File: config.mk
export PLATFORM = sky130hd
export DESIGN_NAME = rxphy_pwr_seq
export DESIGN_NICKNAME = d
export VERILOG_FILES = /design/src/rtl/rxphy_pkg.sv /design/src/rtl/rxphy_ctl_seq.sv /design/src/rtl/rxphy_pwr_fsm.sv /design/src/rtl/rxphy_tcal_store.sv /design/src/rtl/rxphy_cfg_rd.sv /design/src/rtl/rxphy_pwr_seq.sv
export SDC_FILE = /design/constraint.sdc
export NUM_CORES = 1
export LEC_CHECK = 0
export CORE_ASPECT_RATIO = 1.75
export CORE_UTILIZATION = 53
export DETAILED_ROUTE_END_ITERATION = 16
export PLACE_DENSITY = 0.94
export SYNTH_ARGS = -nofsm -noshare
export SYNTH_HDL_FRONTEND = slang
export SYNTH_SLANG_ARGS = --single-unit
File: constraint.sdc
create_clock -name clk -period 3.85 [get_ports clk]
set_input_delay 0.9625 -clock clk [delete_from_list [all_inputs] [get_ports clk]]
set_output_delay 0.9625 -clock clk [all_outputs]
set_load 0.03 [all_outputs]
File: src/rtl/rxphy_pkg.sv
// Shared types and configuration addresses for the receiver PHY power-up
// sequencer. Assumes a 12-bit internal configuration address space.
package rxphy_pkg;

    // PHY state codes; the numeric values are visible through configuration reads
    typedef enum logic [3:0] {
        ST_PWRON   = 4'd0,
        ST_BIAS    = 4'd1,
        ST_CALSEL  = 4'd2,
        ST_BURNIN  = 4'd3,
        ST_TERM    = 4'd4,
        ST_OFFS    = 4'd5,
        ST_LANEOFS = 4'd6,
        ST_IDLE    = 4'd7,
        ST_ULP     = 4'd8,
        ST_DLYTUNE = 4'd9,
        ST_SKEWBK  = 4'd10
    } phy_state_e;

    // Phases of the reset/shutdown control sequencer
    typedef enum logic [1:0] {
        CTL_OFF,
        CTL_RELEASE,
        CTL_ON,
        CTL_DROP
    } ctl_phase_e;

    localparam logic [11:0] ADDR_STATE     = 12'h01E;
    localparam logic [11:0] ADDR_TCAL_CODE = 12'h220;
    localparam logic [11:0] ADDR_TCAL_FLAG = 12'h221;

endpackage

File: src/rtl/rxphy_ctl_seq.sv
// Reset/shutdown control sequencer.
// Owns the two active-low PHY controls and the access-mode bit. Power-up
// releases reset, then shutdown GAP_CYCLES edges later. Power-down drops
// shutdown first and reset one edge later, returning access to the FSM.
// Assumes request inputs are synchronous single-cycle pulses; down wins.
module rxphy_ctl_seq
    import rxphy_pkg::*;
#(
    parameter int unsigned GAP_CYCLES = 16
) (
    input  logic clk,
    input  logic rst_n,
    input  logic up_req,
    input  logic down_req,
    input  logic host_mode_req,
    output logic phy_rst_n_o,
    output logic phy_shut_n_o,
    output logic access_host_o
);

    localparam int unsigned GAP_W = (GAP_CYCLES > 1) ? $clog2(GAP_CYCLES) : 1;
    localparam logic [GAP_W-1:0] GAP_LAST = GAP_W'(GAP_CYCLES - 1);

    ctl_phase_e       phase_q;
    logic             rstz_q;
    logic             shutz_q;
    logic             acc_q;
    logic [GAP_W-1:0] gap_cnt_q;

    // Sequence the two control registers through off, release, on and drop
    always_ff @(posedge clk) begin
        if (!rst_n) begin
            phase_q   <= CTL_OFF;
            rstz_q    <= 1'b0;
            shutz_q   <= 1'b0;
            gap_cnt_q <= '0;
        end else begin
            unique case (phase_q)
                CTL_OFF: begin
                    if (up_req && !down_req) begin
                        phase_q   <= CTL_RELEASE;
                        rstz_q    <= 1'b1;
                        gap_cnt_q <= '0;
                    end
                end
                CTL_RELEASE, CTL_ON: begin
                    if (down_req) begin
                        shutz_q <= 1'b0;
                        phase_q <= CTL_DROP;
                    end else if (phase_q == CTL_RELEASE) begin
                        if (gap_cnt_q == GAP_LAST) begin
                            shutz_q <= 1'b1;
                            phase_q <= CTL_ON;
                        end else begin
                            gap_cnt_q <= gap_cnt_q + 1'b1;
                        end
                    end
                end
                CTL_DROP: begin
                    rstz_q  <= 1'b0;
                    phase_q <= CTL_OFF;
                end
                default: phase_q <= CTL_OFF;
            endcase
        end
    end

    // Track the access mode: host on request, state machine after power-down
    always_ff @(posedge clk) begin
        if (!rst_n) begin
            acc_q <= 1'b0;
        end else if (phase_q == CTL_DROP) begin
            acc_q <= 1'b0;
        end else if (host_mode_req) begin
            acc_q <= 1'b1;
        end
    end

    assign phy_rst_n_o   = rstz_q;
    assign phy_shut_n_o  = shutz_q;
    assign access_host_o = acc_q;

    // shutdown is never released while reset is held
    assert_shut_needs_rst_R2: assert property (@(posedge clk) disable iff (!rst_n)
        shutz_q |-> rstz_q);

    // reset only falls after shutdown was already low
    assert_rst_after_shut_R7: assert property (@(posedge clk) disable iff (!rst_n)
        $fell(rstz_q) |-> ($past(shutz_q) == 1'b0));

    // a power-down hands access back to the state machine
    assert_access_cleared_R7: assert property (@(posedge clk) disable iff (!rst_n)
        $fell(rstz_q) |-> !acc_q);

endmodule

File: src/rtl/rxphy_pwr_fsm.sv
// PHY power state machine.
// While both controls are released, walks states 0..6 in order, each for
// STEP_CYCLES cycles, then rests in idle; ulp_req toggles idle and sleep.
// Either control low forces power-on. Assumes STEP_CYCLES >= 1.
module rxphy_pwr_fsm
    import rxphy_pkg::*;
#(
    parameter int unsigned STEP_CYCLES = 64
) (
    input  logic       clk,
    input  logic       rst_n,
    input  logic       ctl_rst_n,
    input  logic       ctl_shut_n,
    input  logic       ulp_req,
    output phy_state_e state_o,
    output logic       step_o,
    output logic       ready_o
);

    localparam int unsigned STEP_W = (STEP_CYCLES > 1) ? $clog2(STEP_CYCLES) : 1;
    localparam logic [STEP_W-1:0] STEP_LAST = STEP_W'(STEP_CYCLES - 1);

    phy_state_e        state_q;
    logic [STEP_W-1:0] dwell_q;
    logic              enable;
    logic              in_chain;

    // Decode run enable and the end-of-dwell strobe for the calibration chain
    always_comb begin
        enable   = ctl_rst_n && ctl_shut_n;
        in_chain = (state_q < ST_IDLE);
        step_o   = enable && in_chain && (dwell_q == STEP_LAST);
    end

    // Advance the state and dwell counter
    always_ff @(posedge clk) begin
        if (!rst_n || !enable) begin
            state_q <= ST_PWRON;
            dwell_q <= '0;
        end else if (in_chain) begin
            if (step_o) begin
                state_q <= phy_state_e'(state_q + 4'd1);
                dwell_q <= '0;
            end else begin
                dwell_q <= dwell_q + 1'b1;
            end
        end else begin
            unique case (state_q)
                ST_IDLE: if (ulp_req)  state_q <= ST_ULP;
                ST_ULP:  if (!ulp_req) state_q <= ST_IDLE;
                default: state_q <= ST_IDLE;
            endcase
        end
    end

    assign state_o = state_q;
    assign ready_o = (state_q == ST_IDLE) || (state_q == ST_ULP);

    // any asserted control returns the machine to power-on
    assert_ctl_forces_pwron_R6: assert property (@(posedge clk) disable iff (!rst_n)
        !(ctl_rst_n && ctl_shut_n) |=> (state_q == ST_PWRON));

    // up to idle, every change of state is a step of one code
    assert_chain_order_R3: assert property (@(posedge clk) disable iff (!rst_n)
        ((state_q != $past(state_q)) && (state_q != ST_PWRON) &&
         ($past(state_q) != ST_ULP)) |-> (state_q == phy_state_e'($past(state_q) + 4'd1)));

    // sleep is entered only from idle
    assert_ulp_from_idle_R5: assert property (@(posedge clk) disable iff (!rst_n)
        (state_q == ST_ULP) |-> (($past(state_q) == ST_IDLE) || ($past(state_q) == ST_ULP)));

endmodule

File: src/rtl/rxphy_tcal_store.sv
// Termination-calibration result store.
// Captures the calibration code on the edge that completes the termination
// phase and sets a done flag; both persist until block reset.
module rxphy_tcal_store
    import rxphy_pkg::*;
#(
    parameter int unsigned CAL_W = 4
) (
    input  logic             clk,
    input  logic             rst_n,
    input  phy_state_e       state_i,
    input  logic             step_i,
    input  logic [CAL_W-1:0] cal_code_i,
    output logic [CAL_W-1:0] code_o,
    output logic             done_o
);

    logic [CAL_W-1:0] code_q;
    logic             done_q;
    logic             capture;

    // Capture only on normal completion of termination calibration
    assign capture = step_i && (state_i == ST_TERM);

    // Hold the captured code and done flag
    always_ff @(posedge clk) begin
        if (!rst_n) begin
            code_q <= '0;
            done_q <= 1'b0;
        end else if (capture) begin
            code_q <= cal_code_i;
            done_q <= 1'b1;
        end
    end

    assign code_o = code_q;
    assign done_o = done_q;

    // the flag first rises as the machine moves from 4 to 5
    assert_flag_on_term_exit_R9: assert property (@(posedge clk) disable iff (!rst_n)
        $rose(done_q) |-> (($past(state_i) == ST_TERM) && (state_i == ST_OFFS)));

    // a stored code only changes on a capture edge
    assert_code_hold_R9: assert property (@(posedge clk) disable iff (!rst_n)
        (done_q && !capture) |=> $stable(code_q));

endmodule

File: src/rtl/rxphy_cfg_rd.sv
// Combinational configuration read decoder.
// Maps the state code, calibration code and done flag onto three internal
// addresses; all other addresses read as zero. Assumes DATA_W >= 8.
module rxphy_cfg_rd
    import rxphy_pkg::*;
#(
    parameter int unsigned ADDR_W = 12,
    parameter int unsigned DATA_W = 8,
    parameter int unsigned CAL_W  = 4
) (
    input  logic [ADDR_W-1:0] cfg_addr,
    input  phy_state_e        state_i,
    input  logic [CAL_W-1:0]  code_i,
    input  logic              done_i,
    output logic [DATA_W-1:0] cfg_rdata
);

    localparam int unsigned CODE_LSB = 2;
    localparam int unsigned FLAG_BIT = 7;

    // Select read data by address
    always_comb begin
        cfg_rdata = '0;
        if (cfg_addr == ADDR_W'(ADDR_STATE)) begin
            cfg_rdata = DATA_W'(state_i);
        end else if (cfg_addr == ADDR_W'(ADDR_TCAL_CODE)) begin
            cfg_rdata = DATA_W'(code_i) << CODE_LSB;
        end else if (cfg_addr == ADDR_W'(ADDR_TCAL_FLAG)) begin
            cfg_rdata[FLAG_BIT] = done_i;
        end
    end

endmodule

File: src/rtl/rxphy_pwr_seq.sv
// Receiver PHY power-up sequencer, top level.
// Connects the control sequencer, the power state machine, the calibration
// store and the configuration read decoder. Synchronous active-low reset.
module rxphy_pwr_seq
    import rxphy_pkg::*;
#(
    parameter int unsigned GAP_CYCLES  = 16,
    parameter int unsigned STEP_CYCLES = 64,
    parameter int unsigned ADDR_W      = 12,
    parameter int unsigned DATA_W      = 8,
    parameter int unsigned CAL_W       = 4
) (
    input  logic              clk,
    input  logic              rst_n,
    input  logic              up_req,
    input  logic              down_req,
    input  logic              host_mode_req,
    input  logic              ulp_req,
    input  logic [CAL_W-1:0]  tcal_code_i,
    input  logic [ADDR_W-1:0] cfg_addr,
    output logic [DATA_W-1:0] cfg_rdata,
    output logic              phy_rst_n_o,
    output logic              phy_shut_n_o,
    output logic              access_host_o,
    output logic              phy_ready_o
);

    phy_state_e       state;
    logic             step;
    logic [CAL_W-1:0] cal_code;
    logic             cal_done;

    rxphy_ctl_seq #(
        .GAP_CYCLES (GAP_CYCLES)
    ) u_ctl (
        .clk           (clk),
        .rst_n         (rst_n),
        .up_req        (up_req),
        .down_req      (down_req),
        .host_mode_req (host_mode_req),
        .phy_rst_n_o   (phy_rst_n_o),
        .phy_shut_n_o  (phy_shut_n_o),
        .access_host_o (access_host_o)
    );

    rxphy_pwr_fsm #(
        .STEP_CYCLES (STEP_CYCLES)
    ) u_fsm (
        .clk        (clk),
        .rst_n      (rst_n),
        .ctl_rst_n  (phy_rst_n_o),
        .ctl_shut_n (phy_shut_n_o),
        .ulp_req    (ulp_req),
        .state_o    (state),
        .step_o     (step),
        .ready_o    (phy_ready_o)
    );

    rxphy_tcal_store #(
        .CAL_W (CAL_W)
    ) u_tcal (
        .clk        (clk),
        .rst_n      (rst_n),
        .state_i    (state),
        .step_i     (step),
        .cal_code_i (tcal_code_i),
        .code_o     (cal_code),
        .done_o     (cal_done)
    );

    rxphy_cfg_rd #(
        .ADDR_W (ADDR_W),
        .DATA_W (DATA_W),
        .CAL_W  (CAL_W)
    ) u_rd (
        .cfg_addr  (cfg_addr),
        .state_i   (state),
        .code_i    (cal_code),
        .done_i    (cal_done),
        .cfg_rdata (cfg_rdata)
    );

    // ready is reported only in idle or sleep
    assert_ready_states_R4: assert property (@(posedge clk) disable iff (!rst_n)
        phy_ready_o |-> ((state == ST_IDLE) || (state == ST_ULP)));

endmodule

==> flow_summary.ini <==
[critical_path]
cp.required_ns = 2.89
crit_path_start_kind = primary input
critPathCaptureType = output port
cp_max_fo = 2
critPathKind = in2out
crit_slowest_cell = clkdlybuf4s50_1
critPathMaxStageDelay_ns = 0.70
crit_top_cell = clkdlybuf4s50_1
reg2reg_depth = 6
crit_chain = clkdlybuf4s50_1 > nor4_1 > nand3_1 > nor3_1 > clkdlybuf4s50_1
worst_ep_arrival_time_ns = 2.72

[cells_and_area]
final_common_cell = clkdlybuf4s50_1
final_area_um2 = 1764
mostFrequentLayoutCells = 26 x clkdlybuf4s50_1, 24 x dfxtp_1, 12 x nand2_1
antenna_cells = 0
layout-drive-gt1-share_pct = 5.208
fin_nets = 225
synthToLayoutAreaGrowth_pct = 25.44

[floorplanning]
core.rowCount = 24
ioPinCount = 34
die_h_um = 70.15
placeableCoreArea_um2 = 2492
die_w_um = 40.94
die_area_um2 = 2872
start_util_pct = 56.43

[sta]
fin_worst_skew_ns = 0.003905
post-route-period-util_pct = 95.63
rsz0062_at_grt = no
whs_ns = 0.4819
setup_viol = 0
drv_slew = 0
fin_setup_tns_ns = 0
fmax_ghz = 0.2716
slew_headroom_pct = 66.41
min_period_ns = 3.682
worst_pin_slew_ns = 0.5023
final_hold_viol_count = 0

[placement]
detailed_place_hpwl_um = 2443
portBuffers = 32
gp_congestion = 0.7880
placed_cell_area_um2 = 1718

[job]
max_cap_violations = 0

[drt]
wl_per_cell_um = 14.58
drtAntennaViolNets = 0
drtIter0Drc = 25
routed_wl_um = 3179
viasPerCell = 6.050
dr.pass1.iters = 4
vias = 1319
drc = 0

[power_and_ir_drop]
total_leakage_power_uw = 0.0006628
vdd_ir_drop_max_uv = 417.7
power_density_nw_per_um2 = 357.2

[synth]
syn_area_um2 = 1406
synth_cell_types = 44
seq_area_frac_synth_pct = 34.16
postSynthCellCount = 162
yosys_warnings = 0
ys.flop_type = dfxtp_1
syn_avg_cell_area_um2 = 8.681
ys_ff_latch = 24
syn-num-nets = 193
synth_async_sr_flop_share_pct = 0
synth_edf_count = 0

[clock_network]
cts_root_buf = clkbuf_8
cts-buffers-inserted = 3
cts.sinks = 24
clk_path_buf_depth = 2
h-tree-depth = 1
cts_resized = 0
post_cts_buffers = 0
path_clk_slew_ns = 0.07
cts_tree = built
clock_latency_ns = 0.27
holdBufCountCts = 0

[hold_path]
hp-class = reg2reg
whs_path_depth = 1

[global_routing]
grt_pass1_wl_um = 5050
grt_pass1_vias = 1309
grt_overflow = 0
grtUsageTotal_pct = 24.29
antenna_found_initial = 0
grt_max_degree = 18

[outcome]
outcome = finished clean
## routing by layer
layer	vias up	wire length, µm	GRT usage (%)
li1	648	-	-
met1	625	1210	25.46
met2	41	1753	44.44
met3	5	166	1.905
met4	0	50	8.889
met5	-	0	0
## cells by family after synthesis
group | after synthesis | synth area share [%]
DFF | 24 | 34.16
other | 1 | 0.2666
AOI/OAI and AO/OA | 39 | 20.46
xor gates and xnor gates | 5 | 3.114
and+or+nand+nor | 66 | 26.51
buffers and inverters | 14 | 4.626
adders and majority gates | 9 | 8.007
muxes | 4 | 2.847
## power by group
group | internal (µW) | switching (µW) | total (µW) | leakage [µW]
Clock | 70.1 | 75.3 | 145 | 0.0000216
Sequential | 264 | 18.6 | 282 | 0.000194
Combinational | 94.9 | 108 | 202 | 0.000447
## cell usage after synthesis, types with 2 or more instances
cell,count,area share (%)
ha_1,9,8.0
and3_1,2,0.89
nand2b_1,4,1.8
a211oi_1,2,1.1
nor2_1,8,2.1
o22ai_1,3,1.3
o221ai_1,2,1.2
nor4_1,4,1.8
a21o_1,2,1.1
nand2_1,12,3.2
a21oi_1,9,3.2
nand3_1,6,2.1
a22o_1,2,1.2
nor2b_1,8,3.6
a21boi_0,2,1.1
o21ai_0,6,2.1
dfxtp_1,24,34
and2_1,5,2.2
nand4_1,4,1.8
nand3b_1,3,1.6
a21boi_1,2,1.1
nor3_1,4,1.4
clkbuf_1,2,0.53
inv_1,9,2.4
xor2_1,4,2.5
o21a_1,3,1.6
mux2i_1,4,2.8
## worst max-delay path, delay by kind of cell
| family | cells | cell delay (ns) |
|---|---|---|
| buffers and inverters | 2 | 1.13 |
| and+or+nand+nor | 3 | 0.63 |
## sequential cells by signal, indices dropped and copies added (netlist names)
register,flops
u_ctl.access_host_o,1
u_ctl.gap_cnt_q,4
u_ctl.phase_q,2
u_ctl.phy_rst_n_o,1
u_ctl.phy_shut_n_o,1
u_fsm.dwell_q,6
u_fsm.state_o,4
u_tcal.code_o,4
u_tcal.done_o,1
## worst paths after layout
check	end	slack (ns)	from
max	cfg_rdata[7]	0.17	cfg_addr[1]
min	u_tcal.done_o$_SDFFE_PN0P_	0.48	u_tcal.done_o$_SDFFE_PN0P_
max reg2reg	u_ctl.gap_cnt_q[3]$_SDFFE_PN0P_	1.78	u_ctl.phase_q[0]$_SDFFE_PN0P_
min reg2reg	u_tcal.done_o$_SDFFE_PN0P_	0.48	u_tcal.done_o$_SDFFE_PN0P_
## through the flow
| step | cells | util (%) | total power [µW] | setup slack (ns) |
|---|---|---|---|---|
| after detailed placement | 215 | 68.93 | 489.5 | 0.05240 |
| final | 218 | 70.78 | 630.2 | 0.1682 |
| after floorplan | 162 | - | 425.8 | 0.5613 |
| after CTS | 218 | 70.58 | 632.5 | 0.05795 |
| after global placement | 215 | 68.93 | 475.8 | 0.1367 |
| after global routing | 218 | 70.78 | 665.0 | 0.04383 |
## cell type report
type	count	area, µm²
flip-flops and latches	24	480.5
inverters	9	33.78
multi-input cells	124	860.8
clock buffers	3	41.29
repair buffers	32	315.3
well taps	26	32.53
fillers	184	728.2
Power figures use the tool's default switching activity.
